$ cat config.mk
export PLATFORM = sky130hd
export DESIGN_NAME = evt_timer
export DESIGN_NICKNAME = d
export VERILOG_FILES = /design/src/rtl/evt_pkg.sv /design/src/rtl/evt_counter.sv /design/src/rtl/evt_channel.sv /design/src/rtl/evt_timer.sv
export SDC_FILE = /design/constraint.sdc
export NUM_CORES = 2
export LEC_CHECK = 0
export BUFFER_PORTS_ARGS = -buffer_cell sky130_fd_sc_hd__buf_2
export CAP_MARGIN = 20
export CORE_ASPECT_RATIO = 1.5
export CORE_MARGIN = 2
export CORE_UTILIZATION = 46
export CTS_CLUSTER_SIZE = 30
export DETAILED_ROUTE_END_ITERATION = 8
export PLACE_DENSITY_LB_ADDON = 0.12
export SYNTH_ARGS = -nofsm -noshare
export SYNTH_HDL_FRONTEND = slang
export SYNTH_SLANG_ARGS = --single-unit
$ cat constraint.sdc
create_clock -name clk_i -period 4.75 [get_ports clk_i]
set_clock_uncertainty 0.05 [all_clocks]
set_input_delay 0 -clock clk_i [delete_from_list [all_inputs] [get_ports clk_i]]
set_output_delay 0 -clock clk_i [all_outputs]
set_load 0.01 [all_outputs]
$ cat src/rtl/evt_pkg.sv
package evt_pkg;
    localparam int DATA_W = 64;
    localparam int ADDR_W = 5;

    localparam logic [ADDR_W-1:0] A_CAP  = 5'd0;
    localparam logic [ADDR_W-1:0] A_GCFG = 5'd1;
    localparam logic [ADDR_W-1:0] A_STAT = 5'd2;
    localparam logic [ADDR_W-1:0] A_CNT  = 5'd3;
    localparam int CH_BASE = 4;

    localparam int CB_LEVEL    = 0;
    localparam int CB_IEN      = 1;
    localparam int CB_PERIODIC = 2;
    localparam int CB_PERCAP   = 3;
    localparam int CB_VALSET   = 4;
    localparam int CB_MODE32   = 5;

    typedef enum logic [1:0] {
        CH_IDLE        = 2'd0,
        CH_ARMED       = 2'd1,
        CH_WAIT_PERIOD = 2'd2
    } ch_state_e;

    typedef struct packed {
        logic mode32;
        logic valset;
        logic periodic;
        logic ien;
        logic level;
    } ch_cfg_t;
endpackage

$ cat src/rtl/evt_counter.sv
module evt_counter #(
    parameter int CNT_W = 64
) (
    input  logic             clk_i,
    input  logic             rst_ni,
    input  logic             run_i,
    input  logic             load_i,
    input  logic [CNT_W-1:0] load_val_i,
    output logic [CNT_W-1:0] cnt_o
);
    always_ff @(posedge clk_i) begin
        if (!rst_ni)     cnt_o <= '0;
        else if (run_i)  cnt_o <= cnt_o + CNT_W'(1);
        else if (load_i) cnt_o <= load_val_i;
    end
endmodule

$ cat src/rtl/evt_channel.sv
module evt_channel
    import evt_pkg::*;
#(
    parameter int CNT_W   = 64,
    parameter bit PER_CAP = 1'b1
) (
    input  logic              clk_i,
    input  logic              rst_ni,
    input  logic              cfg_we_i,
    input  logic              cmp_we_i,
    input  logic [CNT_W-1:0]  wdata_i,
    input  logic              run_i,
    input  logic [CNT_W-1:0]  cnt_i,
    output logic              fire_o,
    output logic              pulse_o,
    output logic              level_o,
    output logic              ien_o,
    output logic [DATA_W-1:0] rd_cfg_o,
    output logic [DATA_W-1:0] rd_cmp_o
);
    localparam logic [CNT_W-1:0] LOW_MASK = CNT_W'({32{1'b1}});

    ch_state_e        st_q, st_d;
    ch_cfg_t          cfg_q;
    logic [CNT_W-1:0] cmp_q, per_q, eff_mask, wval;
    logic             hit, two_step;

    assign eff_mask = cfg_q.mode32 ? LOW_MASK : '1;
    assign wval     = wdata_i & eff_mask;
    assign two_step = cfg_q.periodic && cfg_q.valset;
    assign hit      = run_i && (((cnt_i ^ cmp_q) & eff_mask) == '0);
    assign fire_o   = (st_q == CH_ARMED) && hit && !cmp_we_i;

    // state register
    always_ff @(posedge clk_i) begin
        if (!rst_ni) st_q <= CH_IDLE;
        else         st_q <= st_d;
    end

    // next state
    always_comb begin
        st_d = st_q;
        unique case (st_q)
            CH_IDLE: begin
                if (cmp_we_i) st_d = two_step ? CH_WAIT_PERIOD : CH_ARMED;
            end
            CH_ARMED: begin
                if (cmp_we_i)                      st_d = two_step ? CH_WAIT_PERIOD : CH_ARMED;
                else if (fire_o && !cfg_q.periodic) st_d = CH_IDLE;
            end
            CH_WAIT_PERIOD: begin
                if (cmp_we_i) st_d = CH_ARMED;
            end
            default: st_d = CH_IDLE;
        endcase
    end

    // datapath and outputs
    always_ff @(posedge clk_i) begin
        if (!rst_ni) begin
            cfg_q   <= '0;
            cmp_q   <= '0;
            per_q   <= '0;
            pulse_o <= 1'b0;
        end else begin
            pulse_o <= fire_o && !cfg_q.level;
            if (cfg_we_i) begin
                cfg_q.level    <= wdata_i[CB_LEVEL];
                cfg_q.ien      <= wdata_i[CB_IEN];
                cfg_q.periodic <= PER_CAP && wdata_i[CB_PERIODIC];
                cfg_q.valset   <= wdata_i[CB_VALSET];
                cfg_q.mode32   <= wdata_i[CB_MODE32];
            end
            if (cmp_we_i) begin
                if (st_q == CH_WAIT_PERIOD) begin
                    per_q <= wval;
                end else begin
                    cmp_q <= wval;
                    if (two_step) cfg_q.valset <= 1'b0;
                    else          per_q <= wval;
                end
            end else if (fire_o && cfg_q.periodic) begin
                cmp_q <= (cmp_q + per_q) & eff_mask;
            end
        end
    end

    assign level_o  = cfg_q.level;
    assign ien_o    = cfg_q.ien;
    assign rd_cfg_o = DATA_W'({cfg_q.mode32, cfg_q.valset, PER_CAP,
                               cfg_q.periodic, cfg_q.ien, cfg_q.level});
    assign rd_cmp_o = DATA_W'(cmp_q);
endmodule

$ cat src/rtl/evt_timer.sv
module evt_timer
    import evt_pkg::*;
#(
    parameter int                NUM_CH       = 3,
    parameter bit                WIDE_CNT     = 1'b1,
    parameter logic [31:0]       TICK_FS      = 32'd10_000_000,
    parameter logic [NUM_CH-1:0] PER_CAP_MASK = 'b011
) (
    input  logic              clk_i,
    input  logic              rst_ni,
    input  logic [ADDR_W-1:0] addr_i,
    input  logic              we_i,
    input  logic [DATA_W-1:0] wdata_i,
    output logic [DATA_W-1:0] rdata_o,
    output logic [NUM_CH-1:0] irq_o
);
    localparam int CNT_W = WIDE_CNT ? 64 : 32;

    logic                run_q;
    logic [CNT_W-1:0]    cnt;
    logic [NUM_CH-1:0]   status_q, ch_fire, ch_pulse, ch_level, ch_ien;
    logic [DATA_W-1:0]   rd_cfg [NUM_CH];
    logic [DATA_W-1:0]   rd_cmp [NUM_CH];
    logic                stat_we;

    assign stat_we = we_i && (addr_i == A_STAT);

    always_ff @(posedge clk_i) begin
        if (!rst_ni)                        run_q <= 1'b0;
        else if (we_i && addr_i == A_GCFG)  run_q <= wdata_i[0];
    end

    evt_counter #(.CNT_W(CNT_W)) u_counter (
        .clk_i      (clk_i),
        .rst_ni     (rst_ni),
        .run_i      (run_q),
        .load_i     (we_i && (addr_i == A_CNT) && !run_q),
        .load_val_i (wdata_i[CNT_W-1:0]),
        .cnt_o      (cnt)
    );

    for (genvar i = 0; i < NUM_CH; i++) begin : g_ch
        evt_channel #(.CNT_W(CNT_W), .PER_CAP(PER_CAP_MASK[i])) u_ch (
            .clk_i    (clk_i),
            .rst_ni   (rst_ni),
            .cfg_we_i (we_i && (addr_i == ADDR_W'(CH_BASE + 2*i))),
            .cmp_we_i (we_i && (addr_i == ADDR_W'(CH_BASE + 2*i + 1))),
            .wdata_i  (wdata_i[CNT_W-1:0]),
            .run_i    (run_q),
            .cnt_i    (cnt),
            .fire_o   (ch_fire[i]),
            .pulse_o  (ch_pulse[i]),
            .level_o  (ch_level[i]),
            .ien_o    (ch_ien[i]),
            .rd_cfg_o (rd_cfg[i]),
            .rd_cmp_o (rd_cmp[i])
        );
        assign irq_o[i] = ch_ien[i] && (ch_level[i] ? status_q[i] : ch_pulse[i]);
    end

    // status: a level-mode match wins over a same-cycle clear
    always_ff @(posedge clk_i) begin
        if (!rst_ni) begin
            status_q <= '0;
        end else begin
            for (int i = 0; i < NUM_CH; i++) begin
                if (ch_fire[i] && ch_level[i])     status_q[i] <= 1'b1;
                else if (stat_we && wdata_i[i])    status_q[i] <= 1'b0;
            end
        end
    end

    always_comb begin
        rdata_o = '0;
        unique case (addr_i)
            A_CAP:   rdata_o = {TICK_FS, 23'd0, WIDE_CNT, 8'(NUM_CH - 1)};
            A_GCFG:  rdata_o = DATA_W'(run_q);
            A_STAT:  rdata_o = DATA_W'(status_q);
            A_CNT:   rdata_o = DATA_W'(cnt);
            default: begin
                for (int i = 0; i < NUM_CH; i++) begin
                    if (addr_i == ADDR_W'(CH_BASE + 2*i))     rdata_o = rd_cfg[i];
                    if (addr_i == ADDR_W'(CH_BASE + 2*i + 1)) rdata_o = rd_cmp[i];
                end
            end
        endcase
    end
endmodule

==> impl_metrics.py <==
metrics = {
    "timing": {
        "hold_viol": 0,
        "max_freq_mhz": 251,
        "finalCritPeriodShare": 0.837,
        "drv_slew": 0,
        "setup_viol": 0,
        "setup_ws_ns": 0.772,
        "layout_min_cycle_time_ns": 3.98,
        "rsz0062_at_grt": "no",
        "max_slew.worst_pin.slew_ns": 1.16,
        "timing.slew.headroom": 0.224,
        "hold_slack_ns": 0.0744,
        "tns_ns": 0,
    },
    "cells_and_area": {
        "final_area_sq_um": 32700,
        "instances_no_fill": 4744,
        "seqCellArea_sq_um": 8210,
        "layout.nets": 4112,
        "multi_input_area_sq_um": 19400,
        "final_core_util": 0.524,
        "area_growth_syn_to_layout_pct": 12.6,
        "fillers": 6232,
        "drive_above_1_share": 0.0949,
    },
    "run": {
        "cap_viol_max_count": 0,
    },
    "setup_path": {
        "path_cells": "ha_1, a211oi_1, o21ai_0, a31oi_1, o21ai_2, a311oi_4, o21ai_2, a221oi_2, nor2_1, mux2_2, a221oi_1",
        "worstRegToRegCells": 11,
        "slowest_stage": "a311oi_4",
        "cpMostUsedCell": "o21ai_2",
        "setup.worst_path.start_class": "flip-flop",
        "critPathRequiredTime_ns": 5.22,
        "r2r-end": "g_ch[0].u_ch.rd_cmp_o[55]",
        "path_max_fanout": 5,
        "end_kind": "flip-flop",
        "arrival_ns": 4.45,
        "r2r-start": "g_ch[0].u_ch.rd_cmp_o[1]",
        "crit_type": "reg2reg",
        "r2r_slack_ns": 0.77,
        "max_stage_delay_ns": 0.57,
    },
    "synthesis": {
        "synthMuxAreaShare": 0.0133,
        "async_reset_ff_frac": 0,
        "yosysWarnings": 0,
        "yosys.area_share.simple": 0.222,
        "synth_cell_types": 84,
        "yosysMostFrequentCell": "nand2_1",
        "ys_seq_area_frac": 0.283,
        "synth_xor_area_frac": 0.106,
        "synthAdderAreaFrac": 0.0561,
        "synth_top_family_by_area": "compound AO/OA/AOI/OAI gates",
        "synth-edff-count": 0,
        "synthTopCellsByCount": "nand2_1, a21oi_1, dfxtp_1",
        "synthCells": 3880,
        "syn_nets": 4081,
        "syn_avg_cell_area_sq_um": 7.48,
        "yosysTopAreaCellShare": 0.283,
        "synth_compound_area_frac": 0.268,
        "synth_flop_cell": "dfxtp_1",
        "synth_seq_cells": 410,
        "synth_area_sq_um": 29000,
        "synth.area.top_cells": "dfxtp_1, nand2_1, a21oi_1",
        "synth_top_cell_by_area": "dfxtp_1",
    },
    "floorplanning": {
        "core_area_sq_um": 62400,
        "rows": 112,
        "die_x_um": 209,
        "die_y_um": 312,
        "pin_count": 139,
        "start_util": 0.466,
        "dieArea_sq_um": 65200,
    },
    "outcome": {
        "status": "complete, no violations",
    },
    "power_and_ir_drop": {
        "leakage_nw": 12.9,
        "ir_drop_mv": 0.262,
        "totalPowerFinal_mw": 8.00,
        "p_per_area_nw_per_um2": 245,
    },
    "placement": {
        "dp.final_hpwl_um": 96100,
        "detailed_place.area_sq_um": 30400,
        "dp_slack_ns": 0.836,
        "port_buffers": 138,
        "gp_congestion": 1.05,
        "placed_cells_incl_taps": 4592,
    },
    "detailed_routing": {
        "viasPerCell": 6.45,
        "drt_iter0_drc": 2933,
        "final_antenna_net_count": 0,
        "firstDrtPassIters": 5,
        "drt-total-wl_um": 131000,
        "drc_errors": 0,
        "wl_per_cell_um": 27.6,
        "vias": 30600,
    },
    "clocking": {
        "cts_tree": "built",
        "cts.path.max_buffers": 3,
        "clk-insertion-delay-late_ns": 0.62,
        "h-tree-depth": 2,
        "clock-sinks": 410,
        "post-cts-setup-buffers": 0,
        "postCtsHoldBufs": 69,
        "cts_root_buf": "clkbuf_16",
        "path_clk_slew_ns": 0.07,
        "cts_buffers": 46,
        "cts_resized": 0,
    },
    "grt": {
        "grt-ovfl-total": 0,
        "groute.usage.overall": 0.390,
        "grt_pass1_wl_um": 191000,
        "grt.busiest_layer": "met2",
        "grt_util_met1": 0.428,
        "met2_usage": 0.636,
        "grt_pass1_vias": 29000,
        "antenna_found_initial": 8,
        "grt_max_degree": 136,
        "grtUsageMet3": 0.0587,
    },
    "hold_path": {
        "holdPathEnd": "run_q",
        "hold-path-cell-count": 5,
        "hold_class": "in2reg",
        "hp-start": "addr_i[0]",
    },
}
logic make-up (layout without fill, tap and decap cells):
| family | after synthesis | after routing |
|---|---|---|
| multiplexers | 31 | 31 |
| buffers and inverters | 390 | 453 |
| AO/OA/AOI/OAI | 1209 | 1209 |
| other | 0 | 3 |
| flip-flops | 410 | 410 |
| adder cells (fa/ha/maj) | 129 | 129 |
| XOR/XNOR | 350 | 350 |
| AND/OR/NAND/NOR | 1361 | 1361 |
final cells by class:
type,count,share of cell area
well taps,798,0.0306
diodes,3,0.000230
flip-flops and latches,410,0.251
clock buffers,65,0.0411
multi-input cells,3080,0.595
inverters,57,0.00678
repair buffers,316,0.0688
clock inverters,15,0.00655
state kept, by name, indices dropped and copies added (netlist names):
name	cells
run_q	1
u_counter.cnt_o	64
g_ch.u_ch.rd_cmp_o	192
g_ch.u_ch.pulse_o	3
status_q	3
g_ch.u_ch.ien_o	3
g_ch.u_ch.st_q	5
g_ch.u_ch.per_q	128
g_ch.u_ch.level_o	3
g_ch.u_ch.rd_cfg_o	8
per-layer routing:
layer | part of all wire | wire length, um
met1 | 0.35 | 46400
met2 | 0.45 | 59100
met3 | 0.070 | 9150
met4 | 0.12 | 16000
met5 | 0.00016 | 21
layout by cell type, fill, tap and decap left out, drive strengths merged, types with 127 or more instances in the layout:
master	count
a211oi	127
a21oi	443
buf	247
dfxtp	410
ha	127
nand2	606
nor2	227
o21ai	209
xnor2	173
xor2	177
how the worst max path moves through the flow:
stage / start / to / slack [ns] / depth (start not counted)
after global placement: g_ch[0].u_ch.rd_cmp_o[1] / g_ch[0].u_ch.rd_cmp_o[55] / 0.87 / 11
after detailed placement: g_ch[0].u_ch.rd_cmp_o[0] / g_ch[0].u_ch.rd_cmp_o[44] / 0.84 / 12
after floorplan: g_ch[0].u_ch.rd_cmp_o[0] / g_ch[0].u_ch.rd_cmp_o[44] / 1.65 / 12
after CTS: g_ch[0].u_ch.rd_cmp_o[0] / g_ch[0].u_ch.rd_cmp_o[44] / 0.77 / 12
final: g_ch[0].u_ch.rd_cmp_o[1] / g_ch[0].u_ch.rd_cmp_o[55] / 0.77 / 11
after global routing: g_ch[0].u_ch.rd_cmp_o[0] / g_ch[0].u_ch.rd_cmp_o[44] / 0.49 / 12
worst max-delay path: cells and delay by family (launching register included):
family	cells	cell delay (ns)
compound gates	8	2.73
flops	1	0.44
fa+ha+maj	1	0.28
mux	1	0.27
simple gates	1	0.10
where the power goes:
group	internal, mW	switching, mW	total, mW
registers	3.47	0.0499	3.52
logic	0.192	0.439	0.631
clock network	2.23	1.62	3.85
(Power assumes the default switching activity.)
